$ cat config.mk
export PLATFORM = sky130hd
export DESIGN_NAME = sdram_datapath
export DESIGN_NICKNAME = d
export VERILOG_FILES = /design/src/rtl/sdp_pkg.sv /design/src/rtl/sdp_ctrl.sv /design/src/rtl/sdp_data.sv /design/src/rtl/sdram_datapath.sv
export SDC_FILE = /design/constraint.sdc
export NUM_CORES = 1
export LEC_CHECK = 0
export ABC_AREA = 1
export CAP_MARGIN = 20
export CORE_AREA = 2 2 120 122
export CTS_CLUSTER_SIZE = 10
export DETAILED_ROUTE_END_ITERATION = 8
export DIE_AREA = 0 0 122 124
export HOLD_SLACK_MARGIN = 0.15
export PLACE_DENSITY = 0.79
export SLEW_MARGIN = 30
export SYNTH_ARGS = -nofsm -noshare
export SYNTH_HDL_FRONTEND = slang
export SYNTH_SLANG_ARGS = --single-unit
$ cat constraint.sdc
create_clock -name clk -period 4.6 [get_ports clk]
set_input_delay 0.92 -clock clk [delete_from_list [all_inputs] [get_ports clk]]
set_output_delay 0.92 -clock clk [all_outputs]
set_load 0.01 [all_outputs]
$ cat src/rtl/sdp_pkg.sv
package sdp_pkg;
  // widest burst is 2**COL_BITS beats
  localparam int COL_BITS = 3;

  typedef struct packed {
    logic                wrBeat;
    logic                rdBeat;
    logic [COL_BITS-1:0] col;
  } dpStrobe_t;
endpackage

$ cat src/rtl/sdp_ctrl.sv
module sdp_ctrl
  import sdp_pkg::*;
(
  input  logic                clk,
  input  logic                rstN,
  input  logic                cmdRead,
  input  logic                cmdWrite,
  input  logic                cmdStop,
  input  logic [COL_BITS-1:0] cmdCol,
  input  logic [1:0]          cfgBurst,
  input  logic                cfgInterleave,
  output dpStrobe_t           strobe
);
  localparam int CNT_W = COL_BITS + 1;

  logic                busyQ, rdQ, ilvQ;
  logic [COL_BITS-1:0] startQ, lenMaskQ, idxQ, leftQ;

  logic                newCmd, beatOn, useRd, useIlv;
  logic [COL_BITS-1:0] lenMaskNew, useStart, useMask, useIdx, seqCol, ilvCol;

  always_comb begin
    newCmd     = cmdRead | cmdWrite;
    lenMaskNew = COL_BITS'((CNT_W'(1) << cfgBurst) - CNT_W'(1));
    beatOn     = newCmd | (busyQ & ~cmdStop);
    useRd      = newCmd ? cmdRead       : rdQ;
    useIlv     = newCmd ? cfgInterleave : ilvQ;
    useStart   = newCmd ? cmdCol        : startQ;
    useMask    = newCmd ? lenMaskNew    : lenMaskQ;
    useIdx     = newCmd ? '0            : idxQ;
    // sequential order wraps inside the aligned block of the burst length
    seqCol     = (useStart & ~useMask) | ((useStart + useIdx) & useMask);
    ilvCol     = useStart ^ useIdx;
    strobe.col    = useIlv ? ilvCol : seqCol;
    strobe.wrBeat = beatOn & ~useRd;
    strobe.rdBeat = beatOn & useRd;
  end

  always_ff @(posedge clk or negedge rstN) begin
    if (!rstN) begin
      busyQ    <= 1'b0;
      rdQ      <= 1'b0;
      ilvQ     <= 1'b0;
      startQ   <= '0;
      lenMaskQ <= '0;
      idxQ     <= '0;
      leftQ    <= '0;
    end else if (newCmd) begin
      // remaining beats after beat 0 equals the length mask
      busyQ    <= (lenMaskNew != '0);
      leftQ    <= lenMaskNew;
      idxQ     <= COL_BITS'(1);
      rdQ      <= cmdRead;
      ilvQ     <= cfgInterleave;
      startQ   <= cmdCol;
      lenMaskQ <= lenMaskNew;
    end else if (busyQ) begin
      if (cmdStop) begin
        busyQ <= 1'b0;
      end else begin
        idxQ  <= idxQ + COL_BITS'(1);
        leftQ <= leftQ - COL_BITS'(1);
        busyQ <= (leftQ != COL_BITS'(1));
      end
    end
  end

  // beats issued since the last command, for the length bound check
  logic [CNT_W-1:0] runLen;
  always_ff @(posedge clk or negedge rstN) begin
    if (!rstN)       runLen <= '0;
    else if (newCmd) runLen <= CNT_W'(1);
    else if (beatOn) runLen <= runLen + CNT_W'(1);
  end

  // a burst never exceeds the widest length
  a_r3_burst_bounded: assert property (@(posedge clk) disable iff (!rstN)
    (beatOn && !newCmd) |-> (runLen < CNT_W'(1 << COL_BITS)));

  // after a stop no beat follows unless a new command arrives
  a_r8_stop_halts: assert property (@(posedge clk) disable iff (!rstN)
    (cmdStop && !newCmd) |=>
      (!(strobe.wrBeat || strobe.rdBeat) || cmdRead || cmdWrite));
endmodule

$ cat src/rtl/sdp_data.sv
module sdp_data
  import sdp_pkg::*;
#(
  parameter int DATA_W     = 64,
  parameter int LANES      = 8,
  parameter int CAS_LAT    = 3,
  parameter int RD_DQM_LAT = 2
) (
  input  logic                clk,
  input  logic                rstN,
  input  dpStrobe_t           strobe,
  input  logic [LANES-1:0]    hostMask,
  input  logic [DATA_W-1:0]   hostWrData,
  input  logic [DATA_W-1:0]   dqIn,
  output logic [DATA_W-1:0]   dqOut,
  output logic [LANES-1:0]    dqOe,
  output logic [LANES-1:0]    dqmOut,
  output logic                rdValid,
  output logic [DATA_W-1:0]   rdData,
  output logic [LANES-1:0]    rdLaneOk,
  output logic [COL_BITS-1:0] rdCol
);
  localparam int LANE_W = DATA_W / LANES;

  // write side: mask applies to the very edge it is sampled on
  assign dqmOut = hostMask;
  assign dqOut  = strobe.wrBeat ? hostWrData : '0;
  assign dqOe   = strobe.wrBeat ? ~hostMask : '0;

  // read side: issued beats ride a CAS-length pipeline, masks a shorter one
  logic [CAS_LAT-1:0]    pipeV;
  logic [COL_BITS-1:0]   pipeCol [CAS_LAT];
  logic [LANES-1:0]      maskPipe [RD_DQM_LAT];
  logic [LANES-1:0]      laneUse;
  logic [DATA_W-1:0]     capWord;

  assign laneUse = pipeV[CAS_LAT-1] ? ~maskPipe[RD_DQM_LAT-1] : '0;

  for (genvar l = 0; l < LANES; l++) begin : g_lane
    assign capWord[l*LANE_W +: LANE_W] =
      laneUse[l] ? dqIn[l*LANE_W +: LANE_W] : '0;
  end

  always_ff @(posedge clk or negedge rstN) begin
    if (!rstN) begin
      pipeV    <= '0;
      for (int s = 0; s < CAS_LAT; s++)    pipeCol[s]  <= '0;
      for (int s = 0; s < RD_DQM_LAT; s++) maskPipe[s] <= '0;
      rdValid  <= 1'b0;
      rdData   <= '0;
      rdLaneOk <= '0;
      rdCol    <= '0;
    end else begin
      pipeV[0]    <= strobe.rdBeat;
      pipeCol[0]  <= strobe.col;
      maskPipe[0] <= hostMask;
      for (int s = 1; s < CAS_LAT; s++) begin
        pipeV[s]   <= pipeV[s-1];
        pipeCol[s] <= pipeCol[s-1];
      end
      for (int s = 1; s < RD_DQM_LAT; s++) maskPipe[s] <= maskPipe[s-1];
      rdValid  <= pipeV[CAS_LAT-1];
      rdCol    <= pipeCol[CAS_LAT-1];
      rdLaneOk <= laneUse;
      rdData   <= capWord;
    end
  end

  // every issued read beat is delivered CAS latency edges later
  a_r6_cas_delivery: assert property (@(posedge clk) disable iff (!rstN)
    strobe.rdBeat |-> ##(CAS_LAT+1) rdValid);

  // a lane masked two edges before capture never reports valid
  a_r7_read_mask_lag: assert property (@(posedge clk) disable iff (!rstN)
    rdValid |-> ((rdLaneOk & $past(dqmOut, RD_DQM_LAT+1)) == '0));
endmodule

$ cat src/rtl/sdram_datapath.sv
module sdram_datapath
  import sdp_pkg::*;
#(
  parameter int DATA_W     = 64,
  parameter int LANES      = 8,
  parameter int CAS_LAT    = 3,
  parameter int RD_DQM_LAT = 2
) (
  input  logic                clk,
  input  logic                rstN,
  input  logic                cmdRead,
  input  logic                cmdWrite,
  input  logic                cmdStop,
  input  logic [COL_BITS-1:0] cmdCol,
  input  logic [1:0]          cfgBurst,
  input  logic                cfgInterleave,
  input  logic [LANES-1:0]    hostMask,
  input  logic [DATA_W-1:0]   hostWrData,
  output logic                wrTake,
  output logic [COL_BITS-1:0] beatCol,
  output logic [DATA_W-1:0]   dqOut,
  output logic [LANES-1:0]    dqOe,
  output logic [LANES-1:0]    dqmOut,
  input  logic [DATA_W-1:0]   dqIn,
  output logic                rdValid,
  output logic [DATA_W-1:0]   rdData,
  output logic [LANES-1:0]    rdLaneOk,
  output logic [COL_BITS-1:0] rdCol
);
  dpStrobe_t strobe;

  sdp_ctrl u_ctrl (
    .clk(clk), .rstN(rstN),
    .cmdRead(cmdRead), .cmdWrite(cmdWrite), .cmdStop(cmdStop),
    .cmdCol(cmdCol), .cfgBurst(cfgBurst), .cfgInterleave(cfgInterleave),
    .strobe(strobe)
  );

  sdp_data #(
    .DATA_W(DATA_W), .LANES(LANES), .CAS_LAT(CAS_LAT), .RD_DQM_LAT(RD_DQM_LAT)
  ) u_data (
    .clk(clk), .rstN(rstN), .strobe(strobe),
    .hostMask(hostMask), .hostWrData(hostWrData), .dqIn(dqIn),
    .dqOut(dqOut), .dqOe(dqOe), .dqmOut(dqmOut),
    .rdValid(rdValid), .rdData(rdData), .rdLaneOk(rdLaneOk), .rdCol(rdCol)
  );

  assign wrTake  = strobe.wrBeat;
  assign beatCol = strobe.col;
endmodule

==> impl_metrics.env <==
export IMPL_p_leak_uw=0.004297
export IMPL_drt_iter0_markers=183
export IMPL_synth_area_per_cell_sq_um=9.037
export IMPL_htree_levels=4
export IMPL_hold_buffers=0
export IMPL_synth_largest_area_cell="dfrtp_1"
export IMPL_drc=0
export IMPL_syn_cell_area_sq_um=4708
export IMPL_slew_limit_headroom=0.6431
export IMPL_finalWirelength_mm=14.46
export IMPL_synth_area_top_cells="dfrtp_1, inv_1, nor2_1"
export IMPL_dr_pass1_iters=4
export IMPL_clock_sinks=119
export IMPL_grt_pass1_vias=4150
export IMPL_cpMaxStageDelayCell="clkdlybuf4s50_1"
export IMPL_grt_overflow_total=0
export IMPL_post_cts_resized=0
export IMPL_clk_pin_slew_ps=60
export IMPL_final_antenna_net_count=0
export IMPL_worst_endpoint_arrival_ps=3390
export IMPL_fmax_mhz=232.1
export IMPL_seq_power_share=0.376
export IMPL_slew_violations=0
export IMPL_antenna_found_initial=1
export IMPL_place_area_sq_um=7870
export IMPL_cts_buffers=17
export IMPL_cp_top_family="buffers and inverters"
export IMPL_setup_tns_final_ps=0
export IMPL_gp_congestion=0.7949
export IMPL_fin_util=0.6202
export IMPL_cts_tree="built"
export IMPL_slowest_delay_ps=540
export IMPL_synth_flop_cell="dfrtp_1"
export IMPL_ys_types=20
export IMPL_io_buffers=306
export IMPL_synth_enable_flop_cells=0
export IMPL_seq_area_frac_synth=0.6325
export IMPL_switching_share=0.2344
export IMPL_switching_power_uw=712.2
export IMPL_worstPathMaxFanout=6
export IMPL_synth_top_area_frac=0.6325
export IMPL_cts_root_buf="clkbuf_16"
export IMPL_ys_ff_latch=119
export IMPL_status="finished, final reports clean"
export IMPL_timing_final_crit_share=0.9367
export IMPL_fp_dieArea_sq_um=15130
export IMPL_setup_ws_ps=291.1
export IMPL_p_clk_frac=0.460
export IMPL_hpwl_mm=11.38
export IMPL_post_cts_buffers=0
export IMPL_path_class="input pin to output pin"
export IMPL_rsz0062_at_grt="no"
export IMPL_grt_max_degree=72
export IMPL_cts_buffer_depth=2
export IMPL_worstSetupEndpointType="output pin"
export IMPL_clock_latency_ps=400
export IMPL_nets=983
export IMPL_netlist_top_cells_count="inv_1, nor2_1, dfrtp_1"
export IMPL_combPwrFrac=0.165
export IMPL_synth_nets=674
export IMPL_area_delta_synth_final_pct=80.71
export IMPL_required_ps=3680
export IMPL_power_density_nw_per_um2=357.2
export IMPL_whs_ps=341.0
export IMPL_period_minus_slack_ps=4309
export IMPL_routed_via_density=4.068
export IMPL_cp_cell_sequence="clkdlybuf4s50_1 -> nor2_4 -> o21ai_0 -> inv_1 -> fa_1 -> inv_1 -> nand3_1 -> nand3_1 -> nand2_1 -> nand2_1 -> clkdlybuf4s50_1"
export IMPL_final_cell_area_sq_um=8508
export IMPL_dp_slack_ps=294.7
export IMPL_rows=43
export IMPL_fin_skew_ps=10.07
export IMPL_p_int_uw=2327
export IMPL_cp_buffers_inverters=4
export IMPL_hold_viol=0
export IMPL_yosysWarningCount=0
export IMPL_ios=307
export IMPL_netlist_instances=521
export IMPL_setup_viol=0
export IMPL_async_reset_ff_frac=1.000
export IMPL_wl_per_cell_um=14.12
export IMPL_yosysMostFrequentCell="inv_1"
export IMPL_initial_core_util=0.3432
export IMPL_grt_use_total=0.1849
export IMPL_hold_class="flop to flop"
export IMPL_die_h_um=124
export IMPL_peakVddDrop_v=0.0002412
export IMPL_num_vias=4166
export IMPL_grt_pass1_wl_mm=20.87
export IMPL_max_slew_worst_pin_slew_ps=535.4
export IMPL_cp_start_kind="input pin"
export IMPL_drv_cap=0
export IMPL_drive_gt1_frac=0.04982
export IMPL_die_w_um=122
export IMPL_coreArea_sq_um=13720
==> routing by layer <==
layer  vias to the layer above  part of all wire  GRT usage
met4                         0             0.016    0.06825
met5                         -                 0          0
met1                      1888              0.39     0.2109
li1                       2058                 -          -
met2                       206              0.51     0.3226
met3                        14             0.083    0.06273
==> worst register-to-register path, stage by stage (launching register included) <==
cell	delay (ps)
dfrtp_1	330
nand2_1	50
o21ai_0	180
inv_1	130
fa_1	450
inv_1	80
nand3_1	80
nand3_1	100
nand2_1	50
nand2_1	70
==> per-stage QoR <==
stage	std cells	total power, uW
2_1_floorplan	521	1331
3_3_place_gp	991	1655
4_1_cts	1023	3076
6_report	1024	3039
5_1_grt	1024	3177
3_5_place_dp	991	1664
==> power by group through the flow <==
stage	registers (uW)	logic [uW]	clock network, uW
after floorplan	1180	154	0
after global routing	1150	547	1480
after CTS	1140	507	1430
after global placement	1160	498	0
after detailed placement	1160	503	0
final	1140	500	1400
==> layout by cell type, fill, tap and decap left out, drive strengths merged <==
cell type	n
clkbuf	18
bufinv	4
o22ai	1
diode	1
buf	6
or2	1
clkdlybuf4s50	305
o21ai	11
nand3	12
clkinv	2
nand2	27
inv	163
ha	5
a31oi	2
nor2	156
dfrtp	119
clkinvlp	6
fa	1
xor2	1
a21oi	3
==> registers in the layout, summed over array words and instances (netlist names) <==
signal / flops
u_ctrl.busyQ: 1
u_ctrl.idxQ: 3
u_ctrl.ilvQ: 1
u_ctrl.leftQ: 3
u_ctrl.lenMaskQ: 3
u_ctrl.rdQ: 1
u_ctrl.startQ: 3
u_data.maskPipe: 16
u_data.pipeCol: 9
u_data.pipeV: 3
u_data.rdCol: 3
u_data.rdData: 64
u_data.rdLaneOk: 8
u_data.rdValid: 1
==> logic make-up after synthesis <==
group                      Yosys count  synth area share
and+or+nand+nor                    196            0.1632
buffers and inverters              182            0.1653
DFF                                119            0.6325
AOI/OAI and AO/OA                   17           0.01967
adders and majority gates            6           0.01754
xor gates and xnor gates             1          0.001861
==> final cells by class <==
| cell class | instances | area [sq um] |
|---|---|---|
| diodes | 1 | 2.502 |
| clock buffers | 18 | 439.2 |
| clock inverters | 14 | 196.4 |
| flip-flops and latches | 119 | 2978 |
| multi-input cells | 220 | 952.2 |
| repair buffers | 311 | 3110 |
| well taps | 180 | 225.2 |
| fillers | 1177 | 5211 |
| inverters | 161 | 604.3 |
==> worst paths after layout <==
path                       slack, ps               from  cells after the start           endpoint
min                              340  u_data.pipeCol[1]                      0    u_data.rdCol[1]
max                              290            cmdRead                     11         beatCol[2]
min in group asynchronous        470               rstN                      1  u_data.rdData[16]
max in group asynchronous       3220               rstN                      2   u_ctrl.startQ[0]
min reg2reg                      340  u_data.pipeCol[1]                      0    u_data.rdCol[1]
max reg2reg                     3040   u_ctrl.startQ[1]                      9  u_data.pipeCol[8]
Power figures use the tool's default switching activity.
